--- src/rtl/regbank_i2c_pkg.sv ---
package regbank_i2c_pkg;

  typedef enum logic [2:0] {
    ST_IDLE,
    ST_RECV,
    ST_ACK,
    ST_SEND,
    ST_MACK,
    ST_IGNORE
  } slv_state_e;

  // role of the byte currently being received
  typedef enum logic [1:0] {
    BK_ADDR,
    BK_SKIP0,
    BK_SKIP1,
    BK_DATA
  } byte_kind_e;

  typedef struct packed {
    logic scl;
    logic sda;
    logic rise;
    logic fall;
    logic start;
    logic stop;
  } bus_evt_t;

endpackage

--- src/rtl/i2c_line_cond.sv ---
module i2c_line_cond
  import regbank_i2c_pkg::*;
#(
  parameter int SYNC_STAGES = 2
) (
  input  logic     clk_i,
  input  logic     rst_ni,
  input  logic     scl_i,
  input  logic     sda_i,
  output bus_evt_t evt_o
);

  // one extra stage holds the previous synchronised sample
  logic [SYNC_STAGES:0] scl_sh, sda_sh;

  always_ff @(posedge clk_i or negedge rst_ni) begin
    if (!rst_ni) begin
      scl_sh <= '1;
      sda_sh <= '1;
    end else begin
      scl_sh <= {scl_sh[SYNC_STAGES-1:0], scl_i};
      sda_sh <= {sda_sh[SYNC_STAGES-1:0], sda_i};
    end
  end

  logic scl_c, scl_p, sda_c, sda_p;
  assign scl_c = scl_sh[SYNC_STAGES-1];
  assign scl_p = scl_sh[SYNC_STAGES];
  assign sda_c = sda_sh[SYNC_STAGES-1];
  assign sda_p = sda_sh[SYNC_STAGES];

  always_comb begin
    evt_o.scl   = scl_c;
    evt_o.sda   = sda_c;
    evt_o.rise  = scl_c & ~scl_p;
    evt_o.fall  = ~scl_c & scl_p;
    evt_o.start = scl_c & scl_p & sda_p & ~sda_c;
    evt_o.stop  = scl_c & scl_p & ~sda_p & sda_c;
  end

endmodule

--- src/rtl/regbank_store.sv ---
module regbank_store #(
  parameter int         NUM_REGS   = 8,
  parameter int         IDX_W      = 4,
  parameter logic [7:0] RESET_BYTE = 8'h5A
) (
  input  logic                  clk_i,
  input  logic                  rst_ni,
  input  logic                  wr_en_i,
  input  logic [IDX_W-1:0]      wr_idx_i,
  input  logic [7:0]            wr_data_i,
  input  logic [IDX_W-1:0]      rd_idx_i,
  output logic [7:0]            rd_data_o,
  output logic [8*NUM_REGS-1:0] regs_o
);

  logic [7:0] regs_q [NUM_REGS];

  for (genvar g = 0; g < NUM_REGS; g++) begin : g_reg
    always_ff @(posedge clk_i or negedge rst_ni) begin
      if (!rst_ni) regs_q[g] <= RESET_BYTE;
      else if (wr_en_i && wr_idx_i == IDX_W'(g)) regs_q[g] <= wr_data_i;
    end
    assign regs_o[8*g +: 8] = regs_q[g];
  end

  // past the last register reads as all ones
  always_comb begin
    rd_data_o = 8'hFF;
    for (int i = 0; i < NUM_REGS; i++)
      if (rd_idx_i == IDX_W'(i)) rd_data_o = regs_q[i];
  end

  p_wr_in_range_r6: assert property (@(posedge clk_i) disable iff (!rst_ni)
    wr_en_i |-> (wr_idx_i < IDX_W'(NUM_REGS)));

  p_regs_hold_r10: assert property (@(posedge clk_i) disable iff (!rst_ni)
    !wr_en_i |=> $stable(regs_o));

endmodule

--- src/rtl/i2c_slave_fsm.sv ---
module i2c_slave_fsm
  import regbank_i2c_pkg::*;
#(
  parameter logic [6:0] DEV_ADDR = 7'h69,
  parameter int         NUM_REGS = 8,
  parameter int         IDX_W    = 4
) (
  input  logic             clk_i,
  input  logic             rst_ni,
  input  bus_evt_t         evt_i,
  input  logic [7:0]       rd_data_i,
  output logic             sda_oe_o,
  output logic             wr_en_o,
  output logic [IDX_W-1:0] wr_idx_o,
  output logic [7:0]       wr_data_o,
  output logic [IDX_W-1:0] rd_idx_o
);

  slv_state_e       state;
  byte_kind_e       kind;
  logic [2:0]       bit_cnt;
  logic [7:0]       shreg;
  logic             ack_drv, rw, mack_ok;
  logic [IDX_W-1:0] idx;

  logic [7:0]       rx_byte;
  logic [IDX_W-1:0] idx_inc;
  assign rx_byte = {shreg[6:0], evt_i.sda};
  // index saturates at NUM_REGS, which means "past the end"
  assign idx_inc = (idx == IDX_W'(NUM_REGS)) ? idx : idx + 1'b1;

  always_ff @(posedge clk_i or negedge rst_ni) begin
    if (!rst_ni) begin
      state     <= ST_IDLE;
      kind      <= BK_ADDR;
      bit_cnt   <= '0;
      shreg     <= '0;
      ack_drv   <= 1'b0;
      rw        <= 1'b0;
      mack_ok   <= 1'b0;
      idx       <= '0;
      wr_en_o   <= 1'b0;
      wr_idx_o  <= '0;
      wr_data_o <= '0;
    end else begin
      wr_en_o <= 1'b0;
      if (evt_i.start) begin
        state   <= ST_RECV;
        kind    <= BK_ADDR;
        bit_cnt <= '0;
        idx     <= '0;
        ack_drv <= 1'b0;
      end else if (evt_i.stop) begin
        state   <= ST_IDLE;
        ack_drv <= 1'b0;
      end else begin
        unique case (state)
          ST_RECV: if (evt_i.rise) begin
            shreg   <= rx_byte;
            bit_cnt <= bit_cnt + 3'd1;
            if (bit_cnt == 3'd7) begin
              if (kind == BK_ADDR) begin
                if (rx_byte[7:1] == DEV_ADDR) begin
                  rw    <= rx_byte[0];
                  state <= ST_ACK;
                end else begin
                  state <= ST_IGNORE;
                end
              end else begin
                state <= ST_ACK;
                if (kind == BK_DATA) begin
                  if (idx < IDX_W'(NUM_REGS)) begin
                    wr_en_o   <= 1'b1;
                    wr_idx_o  <= idx;
                    wr_data_o <= rx_byte;
                  end
                  idx <= idx_inc;
                end
              end
            end
          end
          ST_ACK: if (evt_i.fall) begin
            if (!ack_drv) begin
              ack_drv <= 1'b1;
            end else begin
              ack_drv <= 1'b0;
              bit_cnt <= '0;
              if (kind == BK_ADDR && rw) begin
                state <= ST_SEND;
                shreg <= rd_data_i;
              end else begin
                state <= ST_RECV;
                if (kind != BK_DATA) kind <= byte_kind_e'(kind + 2'd1);
              end
            end
          end
          ST_SEND: if (evt_i.fall) begin
            if (bit_cnt == 3'd7) begin
              state <= ST_MACK;
            end else begin
              bit_cnt <= bit_cnt + 3'd1;
              shreg   <= {shreg[6:0], 1'b0};
            end
          end
          ST_MACK: begin
            if (evt_i.rise) begin
              mack_ok <= ~evt_i.sda;
              if (!evt_i.sda) idx <= idx_inc;
            end else if (evt_i.fall) begin
              if (mack_ok) begin
                state   <= ST_SEND;
                shreg   <= rd_data_i;
                bit_cnt <= '0;
              end else begin
                state <= ST_IDLE;
              end
            end
          end
          default: ;
        endcase
      end
    end
  end

  assign rd_idx_o = idx;
  assign sda_oe_o = (state == ST_ACK && ack_drv) || (state == ST_SEND && !shreg[7]);

  p_sda_scl_low_r11: assert property (@(posedge clk_i) disable iff (!rst_ni)
    !$stable(sda_oe_o) |-> !$past(evt_i.scl));

  p_ack_after_byte_r2: assert property (@(posedge clk_i) disable iff (!rst_ni)
    $rose(state == ST_ACK) |-> ($past(evt_i.rise) && $past(bit_cnt) == 3'd7));

  p_tx_msb_first_r7: assert property (@(posedge clk_i) disable iff (!rst_ni)
    $rose(state == ST_SEND) |-> (bit_cnt == 3'd0 && $past(evt_i.fall)));

  p_ignore_no_write_r3: assert property (@(posedge clk_i) disable iff (!rst_ni)
    (state == ST_IGNORE) |=> !wr_en_o);

endmodule

--- src/rtl/regbank_i2c_slave.sv ---
module regbank_i2c_slave
  import regbank_i2c_pkg::*;
#(
  parameter logic [6:0] DEV_ADDR   = 7'h69,
  parameter int         NUM_REGS   = 8,
  parameter logic [7:0] RESET_BYTE = 8'h5A
) (
  input  logic                  clk_i,
  input  logic                  rst_ni,
  input  logic                  scl_i,
  input  logic                  sda_i,
  output logic                  sda_oe_o,
  output logic [8*NUM_REGS-1:0] regs_o
);

  localparam int IDX_W = $clog2(NUM_REGS + 1);

  bus_evt_t         evt;
  logic             wr_en;
  logic [IDX_W-1:0] wr_idx, rd_idx;
  logic [7:0]       wr_data, rd_data;

  i2c_line_cond #(.SYNC_STAGES(2)) u_cond (
    .clk_i (clk_i),
    .rst_ni(rst_ni),
    .scl_i (scl_i),
    .sda_i (sda_i),
    .evt_o (evt)
  );

  i2c_slave_fsm #(
    .DEV_ADDR(DEV_ADDR),
    .NUM_REGS(NUM_REGS),
    .IDX_W   (IDX_W)
  ) u_fsm (
    .clk_i    (clk_i),
    .rst_ni   (rst_ni),
    .evt_i    (evt),
    .rd_data_i(rd_data),
    .sda_oe_o (sda_oe_o),
    .wr_en_o  (wr_en),
    .wr_idx_o (wr_idx),
    .wr_data_o(wr_data),
    .rd_idx_o (rd_idx)
  );

  regbank_store #(
    .NUM_REGS  (NUM_REGS),
    .IDX_W     (IDX_W),
    .RESET_BYTE(RESET_BYTE)
  ) u_store (
    .clk_i    (clk_i),
    .rst_ni   (rst_ni),
    .wr_en_i  (wr_en),
    .wr_idx_i (wr_idx),
    .wr_data_i(wr_data),
    .rd_idx_i (rd_idx),
    .rd_data_o(rd_data),
    .regs_o   (regs_o)
  );

endmodule

--- config.mk ---
export PLATFORM = sky130hd
export DESIGN_NAME = regbank_i2c_slave
export DESIGN_NICKNAME = d
export VERILOG_FILES = /design/src/rtl/regbank_i2c_pkg.sv /design/src/rtl/i2c_line_cond.sv /design/src/rtl/regbank_store.sv /design/src/rtl/i2c_slave_fsm.sv /design/src/rtl/regbank_i2c_slave.sv
export SDC_FILE = /design/constraint.sdc
export NUM_CORES = 1
export LEC_CHECK = 0
export CAP_MARGIN = 20
export CORE_MARGIN = 4
export CORE_UTILIZATION = 33
export CTS_CLUSTER_SIZE = 24
export DETAILED_ROUTE_END_ITERATION = 6
export HOLD_SLACK_MARGIN = 0.12
export PLACE_DENSITY = 0.51
export SLEW_MARGIN = 25
export SYNTH_ARGS = -nofsm -noshare
export SYNTH_HDL_FRONTEND = slang
export SYNTH_SLANG_ARGS = --single-unit
export TNS_END_PERCENT = 30
--- constraint.sdc ---
create_clock -name clk_i -period 3 [get_ports clk_i]
set_input_delay 0.6 -clock clk_i [delete_from_list [all_inputs] [get_ports clk_i]]
set_output_delay 0.6 -clock clk_i [all_outputs]
set_load 0.05 [all_outputs]
* Word-level counts from Yosys, hierarchy flattened
Cells that the tools add are included.
Cells by class: add/sub/neg operators 3, $lt $le $gt $ge 1, equal/unequal tests 55, muxes and demuxes 74, bitwise gates (word level) 14, reductions and logical operators 35
Operators by type and width (number):
- 2-to-1 mux 8 bit | 17
- 2-to-1 mux 3 bit | 22
- 2-to-1 mux 4 bit | 9
- equality test 4 x 3 -> 1 bit, second input constant | 8
- one-hot mux 8 bit (4 select lines) | 1
- != test 3 bit, second input constant | 9
- one-hot mux 3 bit (4 select lines) | 2
- != test 4 bit, second input constant | 5
- 2-to-1 mux 2 bit | 9
- equality test 4 x 2 -> 1 bit, second input constant | 4
- != test 2 bit, second input constant | 8
- AND reduction 8 bit | 2
- 2-to-1 mux 1 bit | 13
- != test 3 x 2 -> 1 bit, second input constant | 4
- != test 4 x 3 -> 1 bit, second input constant | 3
- AND reduction 12 bit | 1
- logical AND 1 bit | 11
- AND reduction 10 bit | 1
- AND reduction 9 bit | 1
- nonzero test 3 bit | 3
- equality test 4 x 1 -> 1 bit, second input constant | 2
- zero test 4 bit | 2
- != test 2 x 1 -> 1 bit, second input constant | 4
- one-hot mux 4 bit (2 select lines) | 1
- other kinds (23) | 40
Word-level totals: register bits after elaboration 106, input bits 4, output and inout port bits 65, word-level logic and storage cells 203

* Longest topological paths before layout
Gate-level depths: netlist of the first run.
depth after elaboration 13, depth in mapped cells 9, mapped depth without buffers 7

* Cells and area by module
A second synthesis of the first run with hierarchy kept.
Unflattened totals: cell total of the unflattened synthesis 442, area, all modules 5429.0 µm²
By module, submodules not included:
- regbank_store | instances 1, cells each 242, area an instance 3156.8 µm², seq. area each 1641.6 µm²
- i2c_slave_fsm | instances 1, cells each 188, area an instance 2067.0 µm², seq. area each 900.9 µm²
- i2c_line_cond | instances 1, cells each 12, area an instance 205.2 µm², seq. area each 157.7 µm²

* Worst setup path after synthesis of the first run
No wires, ideal clock.
path kind register to output, start register u_fsm.state[0], end output sda_oe_o, data arrival time 3388 ps, data required time 2400 ps, path slack -988 ps, stages on the path, launching flop included 5, buffers on the path 2, cells stage by stage dfrtp_1 > clkbuf_1 > clkbuf_1 > nor2_1 > a2111oi_0
Between the ends: longest elaborated chain between the ends 3, elaborated cells on any way between the ends 5, those cells by class eq/ne (2); reduce/logical (3)
Ends and longest elaborated chain:
- from (decl) | line i2c_slave_fsm.sv:19 | slv_state_e state;
- from (signal assigned) | line i2c_slave_fsm.sv:34 | state <= ST_IDLE;
- from (signal assigned) | line i2c_slave_fsm.sv:48 | state <= ST_RECV;
- from (signal assigned) | line i2c_slave_fsm.sv:54 | state <= ST_IDLE;
- equality test 3 x 2 -> 1 bit | line i2c_slave_fsm.sv:126 | assign sda_oe_o = (state == ST_ACK && ack_drv) || (state == ST_SEND && !shreg[7]);
- logical AND 1 bit | line i2c_slave_fsm.sv:126
- logical OR 1 bit * | line i2c_slave_fsm.sv:126
- to (decl) | line regbank_i2c_slave.sv:12 | output logic sda_oe_o,
Mark *: on every way between the ends. The rest lies on a longest branch, timed or not.

* Final worst setup path of the first run
start register u_fsm.idx[1], in the netlist u_fsm.rd_idx_o[1], end register u_fsm.shreg[6]
Between the ends: longest elaborated chain between the ends 13, elaborated cells on any way between the ends 23, those cells by class eq/ne (7); mux (15); reduce/logical (1)
Ends and longest elaborated chain:
- from (decl) | line i2c_slave_fsm.sv:24 | logic [IDX_W-1:0] idx;
- from (signal assigned) | line i2c_slave_fsm.sv:77 | idx <= idx_inc;
- from (signal assigned) | line i2c_slave_fsm.sv:108 | if (!evt_i.sda) idx <= idx_inc;
- zero test 4 bit | line regbank_store.sv:30 | if (rd_idx_i == IDX_W'(i)) rd_data_o = regs_q[i];
- 2-to-1 mux 8 bit (7 in series) | line regbank_store.sv:30
- 2-to-1 mux 8 bit * | line regbank_store.sv:30
- 2-to-1 mux 8 bit, on equally long branches | line i2c_slave_fsm.sv:110, i2c_slave_fsm.sv:88
- 2-to-1 mux 8 bit, on equally long branches | line i2c_slave_fsm.sv:109, i2c_slave_fsm.sv:83
- 2-to-1 mux 8 bit, on equally long branches | line i2c_slave_fsm.sv:106, i2c_slave_fsm.sv:82
- one-hot mux 8 bit (4 select lines) * | line i2c_slave_fsm.sv:57 | unique case (state)
- to (signal assigned) | line i2c_slave_fsm.sv:59 | shreg <= rx_byte;
- to (signal assigned) | line i2c_slave_fsm.sv:102 | shreg <= {shreg[6:0], 1'b0};
- to (signal assigned) | line i2c_slave_fsm.sv:112 | shreg <= rd_data_i;
- to (decl) | line i2c_slave_fsm.sv:22 | logic [7:0] shreg;
Mark *: on every way between the ends. The rest lies on a longest branch, timed or not. The select of a mux whose other input is x is not followed. A chain may end at the register's enable or synchronous reset.

==> impl_metrics.yaml, run 1 <==
status:
  run_status: "completed"
timing:
  timing.setup.tns_ns: 0
  finalCriticalPeriod_ns: 2.53
  setup_viol: 0
  max_freq_mhz: 394
  slew_headroom_pct: 43.1
  hold_viol_final: 0
  finalCritPeriodShare_pct: 84.5
  rsz_0062_raised_after_global_routing: "no"
  slew_viol_final: 0
  finClkSkew_ns: 0.00787
  worstMarginPinSlew_ns: 0.849
clock_network:
  ctsRootBufferMaster: "sky130_fd_sc_hd__clkbuf_16"
  tritoncts.num_buffers: 9
  post_cts_resize_count: 0
  cts.repair_timing.setup_buffer_count: 0
  clock-sinks: 106
  clock_latency_ns: 0.35
  worst_setup_hold_path_clk_slew_ns: 0.07
  cts_hold_buf: 0
  tritoncts: "yes"
  cts-root-to-sink-buffers: 2
  cts.htree.levels: 3
detailed_routing:
  firstDrtPassIters: 4
  wl_per_cell_microns: 19.6
  drt-total-wl_mm: 15.3
  drc: 0
  drtAntennaViolNets: 0
  detailedRoute.firstIterationViolations: 296
  avgViaCountPerCell: 5.32
  via_count: 4153
yosys:
  synth_cell_type_count: 55
  synth_top_family_by_area: "multiplexers"
  ys.warnings.count: 0
  yosysSeqAreaShare_pct: 49.0
  synthMuxAreaShare_pct: 17.2
  proportion_of_register_bits_with_asynchronous_set_or_reset_after_synthesis_pct: 100
  yosys.area_share.xor_xnor_pct: 0.318
  post_synth_fa_ha_maj_area_fraction_pct: 1.82
  synth.avg_cell_area_sq_um: 11.0
  summed_instance_area_of_the_synthesized_netlist_sq_mm: 0.00551
  ys.flop_type: "sky130_fd_sc_hd__dfrtp_1"
  post_synth_inst_count: 502
  syn_nets: 514
  synth_top_cell_area_share_pct: 30.9
  ys_ff_latch: 106
  synth_compound_gate_area_share_pct: 12.0
  synth_enable_flop_cells: 0
  synth-simple-area-share_pct: 16.5
  ys_top_cells_by_area: "sky130_fd_sc_hd__dfrtp_1 31%, sky130_fd_sc_hd__dfstp_2 18%, sky130_fd_sc_hd__mux2_2 16%"
  synth.largest_area_cell: "sky130_fd_sc_hd__dfrtp_1"
die:
  starting_density_pct: 34.2
  floorplan.die_area_sq_mm: 0.0188
  design.core.area_sq_mm: 0.0161
  chipWidth_microns: 137
  die-height_microns: 137
  boundaryPins: 69
  placementRows: 46
power_and_ir_drop:
  powerDensity_mw_per_mm2: 611
  peakVddDrop_mv: 0.319
  power_leakage_nw: 2.76
  net_switching_fraction_of_the_power_pct: 34.4
  power.internal_mw: 2.68
  pwr-share-comb_pct: 30.3
  reported_net_switching_power_mw: 1.41
  totalPowerFinal_mw: 4.08
  power.share.sequential_pct: 42.3
  clockPowerShare_pct: 27.4
worst_setup_path:
  critPathCaptureType: "flip-flop"
  critPathRequiredTime_ns: 3.29
  cp_max_fo: 21
  setup.worst_path.start: "u_fsm.rd_idx_o[1]"
  r2r_start: "u_fsm.rd_idx_o[1]"
  timing.critical_path.from_type: "flip-flop"
  crit_arrival_ns: 2.82
  worst-setup-path-type: "flip-flop to flip-flop"
place:
  dpl_hpwl_mm: 11.0
  placement.io_buffers: 68
  place.gp.congestion: 0.850
layout:
  layout_common_cells: "77 x sky130_fd_sc_hd__mux2_2, 68 x sky130_fd_sc_hd__dfrtp_1, 66 x sky130_fd_sc_hd__clkdlybuf4s50_1"
  layout.cells.most_common: "sky130_fd_sc_hd__mux2_2"
  design.final.nets: 572
  areaGrowthSynthToFinish_pct: 21.3
  post_route_cells_drive_above_1_share_pct: 27.1
  num_antenna_cells: 0
hold_path:
  hold_path_class: "primary input to async pin"
global_route:
  grt-ovfl-total: 0
  first_global_vias: 4263
  grt_util_all_layers_pct: 17.2
  grt_antenna_before_repair: 0
  grt_max_degree: 107
  grt_pass1_wl_mm: 24.8
job:
  timing.max_cap.violations: 0
==> path summary, 6_finish.rpt <==
check	cells past startpoint	slack (ns)	to
worst max-delay path	7	0.47	u_fsm.shreg[6]
worst min-delay path	2	0.31	u_store.regs_o[8]
worst max register to register	7	0.47	u_fsm.shreg[6]
worst min register to register	0	0.36	u_cond.sda_sh[1]
max in group asynchronous	2	2.23	u_store.regs_o[53]
min in group clk_i	0	0.36	u_cond.sda_sh[1]
==> power by group through the flow <==
| stage | clock network [mW] | registers [mW] | logic (mW) |
|---|---|---|---|
| after floorplan | 0 | 1.64 | 0.992 |
| after global placement | 0 | 1.75 | 1.22 |
| after detailed placement | 0 | 1.75 | 1.25 |
| after CTS | 1.15 | 1.72 | 1.26 |
| after global routing | 1.20 | 1.75 | 1.39 |
| final | 1.12 | 1.73 | 1.24 |
==> layer usage <==
metal	routed length, microns	track usage [%]	part of all wire [%]	vias to the layer above
met5	0	0	0	-
met4	267	5.32	1.7	0
met3	633	2.41	4.1	16
met2	7180	26.6	47	104
met1	7230	24.9	47	2094
li1	-	-	-	1939
==> logic make-up (layout without fill, tap and decap cells) <==
logic type	count (synthesis)	after routing
flip-flops	106	106
XOR/XNOR	2	2
buffers and inverters	42	105
adder cells (fa/ha/maj)	8	8
AND/OR/NAND/NOR	160	160
AO/OA/AOI/OAI	100	100
multiplexers	84	84
==> cell usage after synthesis, drive strengths merged (3+ instances only) <==
cell,number
nand3,5
nor3b,26
dfstp,38
nand2b,7
buf,4
nor3,5
ha,8
dfrtp,68
and2,4
or3,3
a221oi,3
inv,12
o21bai,7
clkbuf,26
nor2b,17
o31ai,3
nand3b,5
a211oi,4
a21oi,24
nor2,18
a22oi,5
o311ai,13
o21ai,26
nand2,56
mux2i,5
mux2,79
==> area by class of cell <==
class | count | area [sq um]
flip-flops and latches | 106 | 2700
fillers | 1571 | 9430
clock buffers | 11 | 243
repair buffers | 77 | 756
clock inverters | 5 | 28.8
well taps | 216 | 270
multi-input cells | 354 | 2640
inverters | 12 | 45.0
==> worst max-delay path, stage by stage, from the launching register on <==
cell	delay (ns)
sky130_fd_sc_hd__dfrtp_1	0.42
sky130_fd_sc_hd__inv_1	0.14
sky130_fd_sc_hd__ha_1	0.66
sky130_fd_sc_hd__nor3b_1	0.12
sky130_fd_sc_hd__o311ai_0	0.52
sky130_fd_sc_hd__a32oi_1	0.20
sky130_fd_sc_hd__o31ai_1	0.25
sky130_fd_sc_hd__mux2_2	0.18
==> registers in the layout (all words and copies together), names as in the netlist <==
| register | cells |
|---|---|
| u_cond.sda_sh | 3 |
| u_fsm.mack_ok | 1 |
| u_fsm.kind | 2 |
| u_fsm.rd_idx_o | 4 |
| u_fsm.wr_en_o | 1 |
| u_fsm.state | 3 |
| u_fsm.rw | 1 |
| u_fsm.ack_drv | 1 |
| u_fsm.wr_data_o | 8 |
| u_fsm.shreg | 8 |
| u_fsm.wr_idx_o | 4 |
| u_cond.scl_sh | 3 |
| u_store.regs_o | 64 |
| u_fsm.bit_cnt | 3 |
==> through the flow <==
| stage | setup slack [ns] | utilization (%) | std cells | hold WS (ns) | area [sq um] |
|---|---|---|---|---|---|
| floorplan | 0.315 | - | 502 | 0.304 | 5510 |
| global placement | 0.518 | 39.8 | 765 | 0.346 | 6410 |
| detailed placement | 0.505 | 39.8 | 765 | 0.347 | 6410 |
| CTS | 0.473 | 41.5 | 781 | 0.354 | 6680 |
| global route | 0.297 | 41.5 | 781 | 0.360 | 6680 |
| finish | 0.465 | 41.5 | 781 | 0.310 | 6680 |
(Power assumes the default switching activity.)
==> run 2, diff against run 1 <==
Clock period 3 ns to 2.6 ns, I/O delays scaled along.
==> run 2 against run 1 <==
Against the previous run: cell area grew 3.1%; non-clock buffer count grew 17; routed wire length grew 3.9%; clock power grew 28%; critical path depth shrank 1; sequential share of layout area shrank 1.2 points; critical endpoint is now u_fsm.wr_data_o[6]; via count grew 1.9%; critical path type unchanged; clock skew grew 0.0014 ns; clock-buffer cell count grew 1; fmax grew 5.4%; total power grew 24%; combinational power grew 34%.
==> impl_metrics.yaml, run 2 (synthesized netlist as in run 1, its figures left out) <==
worst_setup_path:
  timing.critical_path.from_type: "flip-flop"
  crit_path_max_incr_delay_ns: 0.63
  cp_max_fo: 16
  worst-setup-path-type: "flip-flop to flip-flop"
  cell_type_group_with_the_largest_total_delay_on_the_critical_path: "simple AND/OR/NAND/NOR gates"
  crit_chain: "ha_1, ha_1, nand2_1, or4_4, or4b_4, mux2_4"
  critPathRequiredTime_ns: 2.84
  crit_slowest_cell: "sky130_fd_sc_hd__or4b_4"
  critical_path.n_buffers_inverters: 0
  critPathCaptureType: "flip-flop"
  crit_arrival_ns: 2.65
  worst_path_most_repeated_cell: "sky130_fd_sc_hd__ha_1"
die:
  starting_density_pct: 34.2
  floorplan.die_area_sq_mm: 0.0188
  die-height_microns: 137
  placementRows: 46
  design.core.area_sq_mm: 0.0161
  boundaryPins: 69
  chipWidth_microns: 137
clock_network:
  ctsRootBufferMaster: "sky130_fd_sc_hd__clkbuf_16"
  cts.repair_timing.setup_buffer_count: 0
  clock_latency_ns: 0.36
  cts.htree.levels: 3
  clock-sinks: 106
  cts-root-to-sink-buffers: 2
  tritoncts.num_buffers: 9
  worst_setup_hold_path_clk_slew_ns: 0.07
  tritoncts: "yes"
power_and_ir_drop:
  peakVddDrop_mv: 0.379
  powerDensity_mw_per_mm2: 737
  power_leakage_nw: 2.87
layout:
  number_of_flip_flops_under_the_largest_register_name: 64
  layout.cells.most_common: "sky130_fd_sc_hd__mux2_2"
  num_antenna_cells: 0
  fillerInstances: 1537
  design.final.nets: 589
  layout_common_cells: "77 x sky130_fd_sc_hd__mux2_2, 67 x sky130_fd_sc_hd__dfrtp_1, 66 x sky130_fd_sc_hd__clkdlybuf4s50_1"
  areaGrowthSynthToFinish_pct: 25.2
  post_route_cells_drive_above_1_share_pct: 29.2
job:
  timing.max_cap.violations: 0
detailed_routing:
  drtAntennaViolNets: 0
  via_count: 4233
  drc: 0
  drt-total-wl_mm: 15.9
  firstDrtPassIters: 4
  detailedRoute.firstIterationViolations: 217
  wl_per_cell_microns: 19.9
  avgViaCountPerCell: 5.30
timing:
  timing.setup.tns_ns: 0
  worst_slack_ns: 0.194
  finalCritPeriodShare_pct: 92.5
  finalHoldWorstSlack_ns: 0.357
  slew_viol_final: 0
  max_freq_mhz: 416
  rsz_0062_raised_after_global_routing: "no"
  hold_viol_final: 0
  setup_viol: 0
  finClkSkew_ns: 0.00929
  slew_headroom_pct: 60.1
  worstMarginPinSlew_ns: 0.599
  finalCriticalPeriod_ns: 2.41
place:
  post_placement_setup_slack_ns: 0.191
  place.gp.congestion: 0.833
  placement.io_buffers: 68
  dpl_hpwl_mm: 11.6
global_route:
  first_global_vias: 4414
  grt_util_all_layers_pct: 17.8
  grt_pass1_wl_mm: 25.5
  grt-ovfl-total: 0
  grt_antenna_before_repair: 0
  grt_max_degree: 53
hold_path:
  hold_path_class: "flip-flop to flip-flop"
status:
  run_status: "completed"
## run 2: stage by stage
stage / cell area (sq um) / instances / util, % / power [mW]
floorplan: 5530 / 502 / - / 3.05
global placement: 6570 / 781 / 40.8 / 3.63
detailed placement: 6570 / 781 / 40.8 / 3.67
CTS: 6880 / 798 / 42.7 / 5.12
global route: 6890 / 798 / 42.8 / 5.37
finish: 6890 / 798 / 42.8 / 5.08
## run 2: path summary, 6_finish.rpt
| path | start | to | slack (ns) | cells after the start |
|---|---|---|---|---|
| min reg2reg | u_cond.sda_sh[0] | u_cond.sda_sh[1] | 0.36 | 0 |
| max in group asynchronous | rst_ni | u_store.regs_o[25] | 1.20 | 3 |
| max reg2reg | u_fsm.bit_cnt[0] | u_fsm.wr_data_o[6] | 0.19 | 6 |
| min in group asynchronous | rst_ni | u_store.regs_o[10] | 0.62 | 2 |
| max | u_fsm.bit_cnt[0] | u_fsm.wr_data_o[6] | 0.19 | 6 |
| min | u_cond.sda_sh[0] | u_cond.sda_sh[1] | 0.36 | 0 |
## run 2: cell type report
class                      count  area [sq um]  area share (%)
sequential                   106          2700            39.2
multi-input combinational    354          2660            38.6
timing repair buffer          94           911            13.2
tap                          216           270            3.92
clock buffer                  12           258            3.74
clock inverter                 4          48.8           0.708
inverter                      12          45.0           0.654
## run 2: what timing repair did
action                                  in CTS  in global routing
gates resized for setup                      0                  2
endpoints found under the setup margin       0                  3
hold buffers                                 1                  0
endpoints found under the hold margin       12                  0
## run 2: routing by layer
metal	global-route usage [%]	part of all wire, %	vias to the layer above
met4	5.43	1.5	0
met2	27.8	47	94
met5	0	0	-
met1	25.5	48	2159
met3	2.63	3.3	15
li1	-	-	1965
## run 2: report_power, final
part	switching (mW)	total (mW)	leakage, nW	internal [mW]
clock network	0.622	1.43	0.152	0.805
logic	0.870	1.66	1.40	0.793
registers	0.203	1.99	1.32	1.78
total	1.69	5.08	2.87	3.38
